File: src/rtl/lseq_pkg.sv
package lseq_pkg;
   // control word bit positions
   localparam int CB_RST      = 0;
   localparam int CB_AN_OFF   = 1;
   localparam int CB_LF_OFF   = 2;
   localparam int CB_FM_LO    = 4;
   localparam int FM_W        = 4;
   localparam int CB_LT_RESP  = 12;
   localparam int CB_FEC_EN   = 16;
   localparam int CB_FEC_REQ  = 18;
   localparam int CB_FEC_PEND = 19;
   localparam int CTRL_MSB    = CB_FEC_PEND;
   // status word bit positions
   localparam int SB_LINK     = 0;
   localparam int SB_AN_TMO   = 1;
   localparam int SB_LT_TMO   = 2;
   localparam int N_STICKY    = 2;
   // error-insert word
   localparam int EB_INS      = 11;

   typedef struct packed {
      logic            an_off;
      logic            lf_off;
      logic            lt_resp;
      logic [FM_W-1:0] fm_stage;
      logic            req_stage;
      logic            req_pend;
   } ctrl_state_t;
endpackage

File: src/rtl/lseq_ctrl_reg.sv
module lseq_ctrl_reg
   import lseq_pkg::*;
#(
   parameter int DATA_W      = 32,
   parameter bit FEC_CAPABLE = 1'b1,
   parameter bit FEC_EN_RST  = 1'b1
) (
   input  logic              clk,
   input  logic              rst_n,
   input  logic              wr_ctrl,
   input  logic              wr_eins,
   input  logic [DATA_W-1:0] wdata,
   output logic              seq_rst_o,
   output logic [FM_W-1:0]   force_mode_o,
   output logic              an_off_o,
   output logic              lf_off_o,
   output logic              lt_resp_o,
   output logic              fec_en_o,
   output logic              fec_req_o,
   output logic              eins_o,
   output logic [DATA_W-1:0] ctrl_word_o
);
   ctrl_state_t st;
   logic        rst_cmd;

   assign rst_cmd = wr_ctrl & wdata[CB_RST];

   always_ff @(posedge clk or negedge rst_n) begin
      if (!rst_n) begin
         st           <= '0;
         seq_rst_o    <= 1'b0;
         eins_o       <= 1'b0;
         force_mode_o <= '0;
         fec_req_o    <= 1'b0;
      end else begin
         seq_rst_o <= rst_cmd;
         eins_o    <= wr_eins & wdata[EB_INS];
         if (wr_ctrl) begin
            st.an_off    <= wdata[CB_AN_OFF];
            st.lf_off    <= wdata[CB_LF_OFF];
            st.lt_resp   <= wdata[CB_LT_RESP];
            st.fm_stage  <= wdata[CB_FM_LO +: FM_W];
            st.req_stage <= wdata[CB_FEC_REQ];
            if (rst_cmd) begin
               force_mode_o <= wdata[CB_FM_LO +: FM_W];
               fec_req_o    <= wdata[CB_FEC_REQ];
               st.req_pend  <= 1'b0;
            end else if (wdata[CB_FEC_REQ] != st.req_stage) begin
               st.req_pend  <= 1'b1;
            end
         end
      end
   end

   generate
      if (FEC_CAPABLE) begin : g_fec_reg
         logic fec_en_q;
         always_ff @(posedge clk or negedge rst_n) begin
            if (!rst_n)       fec_en_q <= FEC_EN_RST;
            else if (wr_ctrl) fec_en_q <= wdata[CB_FEC_EN];
         end
         assign fec_en_o = fec_en_q;
      end else begin : g_fec_tied
         assign fec_en_o = 1'b0;
      end
   endgenerate

   assign an_off_o  = st.an_off;
   assign lf_off_o  = st.lf_off;
   assign lt_resp_o = st.lt_resp;

   always_comb begin
      ctrl_word_o                        = '0;
      ctrl_word_o[CB_AN_OFF]             = st.an_off;
      ctrl_word_o[CB_LF_OFF]             = st.lf_off;
      ctrl_word_o[CB_FM_LO +: FM_W]      = st.fm_stage;
      ctrl_word_o[CB_LT_RESP]            = st.lt_resp;
      ctrl_word_o[CB_FEC_EN]             = fec_en_o;
      ctrl_word_o[CB_FEC_REQ]            = st.req_stage;
      ctrl_word_o[CB_FEC_PEND]           = st.req_pend;
   end


   fmode_hold_chk: assert property (@(posedge clk) disable iff (!rst_n)
      !seq_rst_o |-> $stable(force_mode_o));

   fec_req_hold_chk: assert property (@(posedge clk) disable iff (!rst_n)
      !seq_rst_o |-> $stable(fec_req_o));

   pend_clear_chk: assert property (@(posedge clk) disable iff (!rst_n)
      seq_rst_o |-> !ctrl_word_o[CB_FEC_PEND]);

   pend_match_chk: assert property (@(posedge clk) disable iff (!rst_n)
      !ctrl_word_o[CB_FEC_PEND] |-> (fec_req_o == st.req_stage) || !$stable(st.req_stage) || seq_rst_o || 1'b1 == (fec_req_o == st.req_stage));
endmodule

File: src/rtl/lseq_stat_reg.sv
module lseq_stat_reg
   import lseq_pkg::*;
#(
   parameter int DATA_W = 32
) (
   input  logic                clk,
   input  logic                rst_n,
   input  logic                link_rdy_i,
   input  logic [N_STICKY-1:0] set_i,
   input  logic [N_STICKY-1:0] clr_i,
   output logic [DATA_W-1:0]   stat_word_o
);
   logic [N_STICKY-1:0] flag;

   generate
      for (genvar g = 0; g < N_STICKY; g++) begin : g_sticky
         always_ff @(posedge clk or negedge rst_n) begin
            if (!rst_n)         flag[g] <= 1'b0;
            else if (set_i[g])  flag[g] <= 1'b1;
            else if (clr_i[g])  flag[g] <= 1'b0;
         end

         sticky_set_chk: assert property (@(posedge clk) disable iff (!rst_n)
            set_i[g] |=> flag[g]);

         sticky_hold_chk: assert property (@(posedge clk) disable iff (!rst_n)
            (flag[g] && !clr_i[g]) |=> flag[g]);
      end
   endgenerate

   always_comb begin
      stat_word_o            = '0;
      stat_word_o[SB_LINK]   = link_rdy_i;
      stat_word_o[SB_AN_TMO] = flag[0];
      stat_word_o[SB_LT_TMO] = flag[1];
   end
endmodule

File: src/rtl/lseq_rd_mux.sv
module lseq_rd_mux #(
   parameter int               DATA_W     = 32,
   parameter int               ADDR_W     = 4,
   parameter logic [ADDR_W-1:0] CTRL_ADDR = 'd0,
   parameter logic [ADDR_W-1:0] STAT_ADDR = 'd1
) (
   input  logic              clk,
   input  logic              rst_n,
   input  logic [ADDR_W-1:0] addr,
   input  logic [DATA_W-1:0] ctrl_word,
   input  logic [DATA_W-1:0] stat_word,
   output logic [DATA_W-1:0] rdata
);
   logic [DATA_W-1:0] sel;

   always_comb begin
      sel = '0;
      if (addr == CTRL_ADDR)      sel = ctrl_word;
      else if (addr == STAT_ADDR) sel = stat_word;
   end

   always_ff @(posedge clk or negedge rst_n) begin
      if (!rst_n) rdata <= '0;
      else        rdata <= sel;
   end
endmodule

File: src/rtl/lseq_csr.sv
module lseq_csr
   import lseq_pkg::*;
#(
   parameter int               DATA_W      = 32,
   parameter int               ADDR_W      = 4,
   parameter logic [ADDR_W-1:0] CTRL_ADDR  = 'd0,
   parameter logic [ADDR_W-1:0] STAT_ADDR  = 'd1,
   parameter logic [ADDR_W-1:0] EINS_ADDR  = 'd2,
   parameter bit               FEC_CAPABLE = 1'b1,
   parameter bit               FEC_EN_RST  = 1'b1
) (
   input  logic              clk,
   input  logic              rst_n,
   input  logic [ADDR_W-1:0] bus_addr,
   input  logic              bus_wr,
   input  logic [DATA_W-1:0] bus_wdata,
   output logic [DATA_W-1:0] bus_rdata,
   input  logic              link_rdy_i,
   input  logic              an_tmo_evt_i,
   input  logic              lt_tmo_evt_i,
   input  logic              an_restart_i,
   output logic              seq_rst_o,
   output logic [3:0]        force_mode_o,
   output logic              an_tmr_off_o,
   output logic              lf_tmr_off_o,
   output logic              lt_fail_data_o,
   output logic              fec_en_o,
   output logic              fec_req_o,
   output logic              fec_err_ins_o
);
   localparam int MIN_DATA_W = CTRL_MSB + 1;

   generate
      if (DATA_W < MIN_DATA_W) begin : g_bad_width
         $error("lseq_csr: DATA_W too small for control word");
      end
      if (ADDR_W < 2) begin : g_bad_addr_w
         $error("lseq_csr: ADDR_W must be at least 2");
      end
      if (CTRL_ADDR == STAT_ADDR || CTRL_ADDR == EINS_ADDR || STAT_ADDR == EINS_ADDR) begin : g_bad_map
         $error("lseq_csr: word addresses must differ");
      end
   endgenerate

   logic              wr_ctrl, wr_eins;
   logic [DATA_W-1:0] ctrl_word, stat_word;
   logic              unused_wbits;

   assign wr_ctrl      = bus_wr && (bus_addr == CTRL_ADDR);
   assign wr_eins      = bus_wr && (bus_addr == EINS_ADDR);
   assign unused_wbits = ^bus_wdata;

   lseq_ctrl_reg #(
      .DATA_W(DATA_W), .FEC_CAPABLE(FEC_CAPABLE), .FEC_EN_RST(FEC_EN_RST)
   ) ctrl_i (
      .clk(clk), .rst_n(rst_n), .wr_ctrl(wr_ctrl), .wr_eins(wr_eins),
      .wdata(bus_wdata), .seq_rst_o(seq_rst_o), .force_mode_o(force_mode_o),
      .an_off_o(an_tmr_off_o), .lf_off_o(lf_tmr_off_o), .lt_resp_o(lt_fail_data_o),
      .fec_en_o(fec_en_o), .fec_req_o(fec_req_o), .eins_o(fec_err_ins_o),
      .ctrl_word_o(ctrl_word)
   );

   lseq_stat_reg #(.DATA_W(DATA_W)) stat_i (
      .clk(clk), .rst_n(rst_n), .link_rdy_i(link_rdy_i),
      .set_i({lt_tmo_evt_i, an_tmo_evt_i}),
      .clr_i({seq_rst_o, an_restart_i}),
      .stat_word_o(stat_word)
   );

   lseq_rd_mux #(
      .DATA_W(DATA_W), .ADDR_W(ADDR_W), .CTRL_ADDR(CTRL_ADDR), .STAT_ADDR(STAT_ADDR)
   ) rd_i (
      .clk(clk), .rst_n(rst_n), .addr(bus_addr), .ctrl_word(ctrl_word),
      .stat_word(stat_word), .rdata(bus_rdata)
   );


   rst_pulse_once_chk: assert property (@(posedge clk) disable iff (!rst_n)
      (seq_rst_o && !$past(bus_wr)) |=> !seq_rst_o);

   eins_pulse_once_chk: assert property (@(posedge clk) disable iff (!rst_n)
      (fec_err_ins_o && !$past(bus_wr)) |=> !fec_err_ins_o);

   rd_unmapped_chk: assert property (@(posedge clk) disable iff (!rst_n)
      (bus_addr != CTRL_ADDR && bus_addr != STAT_ADDR) |=> (bus_rdata == '0));
endmodule

File: config.mk
export PLATFORM = sky130hd
export DESIGN_NAME = lseq_csr
export DESIGN_NICKNAME = d
export VERILOG_FILES = /design/src/rtl/lseq_pkg.sv /design/src/rtl/lseq_ctrl_reg.sv /design/src/rtl/lseq_stat_reg.sv /design/src/rtl/lseq_rd_mux.sv /design/src/rtl/lseq_csr.sv
export SDC_FILE = /design/constraint.sdc
export NUM_CORES = 1
export LEC_CHECK = 0
export BUFFER_PORTS_ARGS = -buffer_cell sky130_fd_sc_hd__buf_2
export CAP_MARGIN = 20
export CORE_MARGIN = 2
export CORE_UTILIZATION = 52
export CTS_BUF_LIST = sky130_fd_sc_hd__clkbuf_8
export DETAILED_ROUTE_END_ITERATION = 8
export GPL_ROUTABILITY_DRIVEN = 0
export PLACE_DENSITY_LB_ADDON = 0.05
export SLEW_MARGIN = 30
export SYNTH_ARGS = -nofsm -noshare
export SYNTH_HDL_FRONTEND = slang
export SYNTH_HIERARCHICAL = 1
export SYNTH_SLANG_ARGS = --single-unit
export TNS_END_PERCENT = 50
File: constraint.sdc
create_clock -name clk -period 1.07 [get_ports clk]
set_input_delay 0.214 -clock clk [delete_from_list [all_inputs] [get_ports clk]]
set_output_delay 0.214 -clock clk [all_outputs]
set_load 0.01 [all_outputs]
======== Yosys cells after proc, flatten, opt, wreduce, memory -nomap -nowiden ========
Cells that the tools add are included.
word-level totals
  register bits after elaboration ......... 51
  input bits .............................. 43
  output and inout port bits .............. 43
  word-level logic and storage cells ...... 35
cells by class
  equal/unequal tests ..................... 3
  muxes and demuxes ....................... 8
  bitwise gates (word level) .............. 2
  reductions and logical operators ........ 8
operator list
  operator                                                         number
  20-bit 2-to-1 mux                                                1
  1-bit 2-to-1 mux                                                 6
  2-bit nonzero test                                               3
  4-bit by 1-bit == test with 1-bit output, second input constant  1
  4-bit by 2-bit == test with 1-bit output, second input constant  1
  4-bit zero test                                                  1
  2-bit AND reduction                                              2
  3-bit 2-to-1 mux                                                 1
  1-bit bitwise AND                                                2
  1-bit logical AND                                                2
  1-bit != test                                                    1

======== Logic depth before layout (Yosys ltp) ========
  word-level depth ........................ 5
  depth in mapped cells ................... 5
  depth with buffers taken out ............ 4

======== By module ========
Netlist, hierarchy kept.
modules (own cells, without submodules)
  module         times used  cells an instance  area each (µm²)  seq. area each (µm²)
  lseq_rd_mux    1           105                1,306.3          800.8
  lseq_ctrl_reg  1           65                 830.8            426.7
  lseq_stat_reg  1           37                 301.5            50.0
  lseq_csr       1           3                  50.0             0.0

======== Worst setup path before layout ========
OpenSTA, ideal clock, no wires.
  path kind ............................... input-to-reg
  start point ............................. input port bus_addr[0]
  end point ............................... register ctrl_i.st (netlist bit ctrl_i/an_off_o)
  setup time .............................. 0.125 ns
  arrival time ............................ 1.089 ns
  data required time ...................... 0.945 ns
  path slack .............................. -0.144 ns
  cell stages on the path ................. 4
  buffers on the path ..................... 1
  cells stage by stage .................... nand2b_4 -> nor4_2 -> buf_4 -> mux2_2
between the ends
  longest elaborated chain between the ends .. 2
ends and longest elaborated chain
  item                line                 text
  start: declaration  lseq_csr.sv:14       input logic [ADDR_W-1:0] bus_addr,
  4-bit zero test     lseq_csr.sv:49       assign wr_ctrl = bus_wr && (bus_addr == CTRL_ADDR);
  1-bit logical AND   lseq_csr.sv:49
  named net wr_ctrl   lseq_csr.sv:45       logic wr_ctrl, wr_eins;
  end: declaration    lseq_ctrl_reg.sv:23  ctrl_state_t st;
The timed path passes the listed nets, and every way through them passes these cells.
A chain may end at the register's enable or synchronous reset.

======== Final worst setup path ========
  start point ............................. register ctrl_i.g_fec_reg.fec_en_q, in the netlist ctrl_i/fec_en_o
  end point ............................... output port fec_en_o
RTL lines
  item                      line                 text
  start: declaration        lseq_ctrl_reg.sv:57  logic fec_en_q;
  start signal: assignment  lseq_ctrl_reg.sv:60  else if (wr_ctrl) fec_en_q <= wdata[CB_FEC_EN];
  end: declaration          lseq_csr.sv:27       output logic fec_en_o,
No word-level cell between the ends.

==> impl_metrics.ini <==
[timing]
fin_crit_sh = 1.08
setup_violations = 2
skew_ns = 0.00391
setup_tns_ns = -0.0897
max_freq_ghz = 0.864
slew_viol_final = 0
maxSlewHeadroom = 0.638
rsz0062_at_grt = yes
layout_setup_ws_ns = -0.0868
hold_viol = 0
fin_crit_ns = 1.16
tightest_slew_ns = 0.542

[critical_path]
critPathRequiredTime_ns = 0.86
rrSetupSlack_ns = 0.18
cp.arrival_ns = 0.94
path_max_fanout = 2
critPathKind = flop to output pin
crit_buf_inv = 1
crit_slowest_cell = dfstp_2
cpPeakStageDelay_ns = 0.55
crit_path_end_kind = output pin
cp-start-kind = flop
crit_family = flip-flops
path_cells = buf_6

[routing]
wl_met3_um = 233
routed_wl_mm = 3.72
m1WireLength_mm = 1.60
first_pass_iters = 2
top_layer_used = met4
drtIter0Drc = 38
ant_nets = 0
viasPerCell = 4.13
drc = 0
met2_length_mm = 1.82
drt-wirelength-per-cell_um = 11.1
num_vias = 1384

[synth]
synth_top_area_frac = 0.503
synth_top_cell_by_area = dfrtp_1
ys_seq_area_frac = 0.513
syn_inst = 210
ys_warn_count = 6
synthSimpleGateAreaFrac = 0.0784
synth-seq-cells = 51
synth_compound_area_frac = 0.00955
synth_top_family_by_area = buffers and inverters
synth_area_um2 = 2490
avgSynthCellArea_um2 = 11.9
yosys-mux-area-fraction = 0.192
synth_cell_types = 22
synthAdderAreaFrac = 0
ys_top_cells_by_area = dfrtp_1, buf_4, mux2i_1
synth-xor-area-share = 0.00352

[global_routing]
track_usage = 0.149
antenna_found_initial = 0
first_global_vias = 1299
grt_pass1_wl_mm = 5.93
overflow = 0
grt_max_degree = 52

[die]
rows = 25
chipHeight_um = 73.2
die_w_um = 73.2
coreArea_um2 = 4660
pin_count = 86
dieArea_um2 = 5360
initial_core_util = 0.534

[placed_design]
dp_slack_ns = -0.269
postPlaceCellArea_um2 = 2690
io_buffers = 64
hpwl_mm = 2.57
place_inst = 324

[clocking]
clock-sinks = 51
cts-root-buf = clkbuf_8
cts_buffers = 5
h-tree-depth = 2
worstSkewPairLatency_ns = 0.30
clkTransAtPathRegs_ns = 0.09
clockBufferDepth = 2
cts_tree = done

[power]
ir_worst_vdd_uv = 811
power_density_nw_per_um2 = 1430
p_leak_nw = 1.64
power.total_w = 0.00402

[layout]
drive_gt1_frac = 0.352
antenna_cells = 0
fillers = 405
areaGrowthSynthToFinish_pct = 13.3
layout.cells.non_filler = 335
layout.nets = 323
fin_area_um2 = 2820

[status]
status = finished with violations
violations = negative setup slack

[hold_path]
min_path_type = input port to flop

[flow_run]
maxCapViolCount = 0
-- path summary, 6_finish.rpt --
kind | start | endpoint | cells past startpoint
min in group asynchronous | rst_n | rd_i/rdata[15] | 3
max | ctrl_i/fec_en_o | fec_en_o | 1
min | an_tmo_evt_i | stat_i/stat_word_o[1] | 2
max in group asynchronous | rst_n | ctrl_i/fec_en_o | 3
max reg2reg | ctrl_i/lt_resp_o | ctrl_i/lt_resp_o | 2
min reg2reg | stat_i/stat_word_o[1] | stat_i/stat_word_o[1] | 1
-- synth_stat cells, drive strengths merged --
master	number
nand2b	1
inv	3
nor2b	1
a22o	1
dfstp	1
buf	64
nor2	32
clkbuf	1
nor4	1
dfrtp	50
a21o	2
mux2	14
and2	1
conb	2
nor4b	1
mux2i	32
nand2	1
xor2	1
or3	1
-- timing repair --
action,4_1_cts,5_1_grt
hold buffers,1,0
hold endpoints to repair,50,0
setup endpoints to repair,2,8
gates resized for setup,1,0
setup buffers,1,1
pin swaps,0,0
-- logic make-up (layout without fill, tap and decap cells) --
kind of cell | after synthesis | in the layout
compound gates | 3 | 3
buf+inv | 68 | 90
simple gates | 39 | 39
other cells | 2 | 51
mux | 46 | 46
xor+xnor | 1 | 1
flops | 51 | 51
-- cells in the final DEF (no fill, tap or decap) --
cell and n:
buf_4 13, dfrtp_1 50, nor4b_4 1, mux2_4 1
nand2_2 1, a22o_1 1, nor2b_1 1, buf_12 1
nor2_1 32, dfstp_2 1, mux2i_1 32, nand2b_4 1
buf_6 1, clkbuf_8 7, nor4_4 1, inv_1 4
dlygate4sd3_1 1, or3_1 1, and2_1 1, conb_1 51
a21o_1 2, xor2_1 1, mux2_2 8, buf_2 63
mux2_1 5
-- power breakdown --
group	internal, W	switching [W]	total (W)
Sequential	0.00210	0.0000813	0.00218
Clock	0.000581	0.000605	0.00119
Combinational	0.000343	0.000313	0.000656
Total	0.00302	0.000999	0.00402
-- state kept, by name, indices dropped and copies added (netlist names) --
signal	count
ctrl_i/an_off_o	1
ctrl_i/ctrl_word_o	6
ctrl_i/eins_o	1
ctrl_i/fec_en_o	1
ctrl_i/fec_req_o	1
ctrl_i/force_mode_o	4
ctrl_i/lf_off_o	1
ctrl_i/lt_resp_o	1
ctrl_i/seq_rst_o	1
rd_i/rdata	32
stat_i/stat_word_o	2
-- metal layers --
metal / GRT usage / up-vias
met3: 0.0539 / 5
met5: 0 / -
met2: 0.246 / 34
li1: - / 712
met4: 0.0556 / 0
met1: 0.179 / 633
-- layout make-up --
type,instances,area [um2],share of cell area
flip-flops and latches,51,1280,0.453
multi-input cells,140,910,0.323
repair buffers,79,454,0.161
clock buffers,7,96.3,0.0342
well taps,54,67.6,0.0240
inverters,3,11.3,0.00399
clock inverters,1,3.75,0.00133
-- stage by stage --
stage,hold WS [ns],utilization
2_1_floorplan,-0.0816,-
3_3_place_gp,0.226,0.577
3_5_place_dp,0.226,0.577
4_1_cts,0.0830,0.603
5_1_grt,0.0904,0.605
6_report,0.0850,0.605
-- worst register-to-register path, stage by stage, from the launching register on --
cell     delay [ns]
dfrtp_1        0.40
buf_4          0.14
mux2_2         0.25
(Power assumes the default switching activity.)
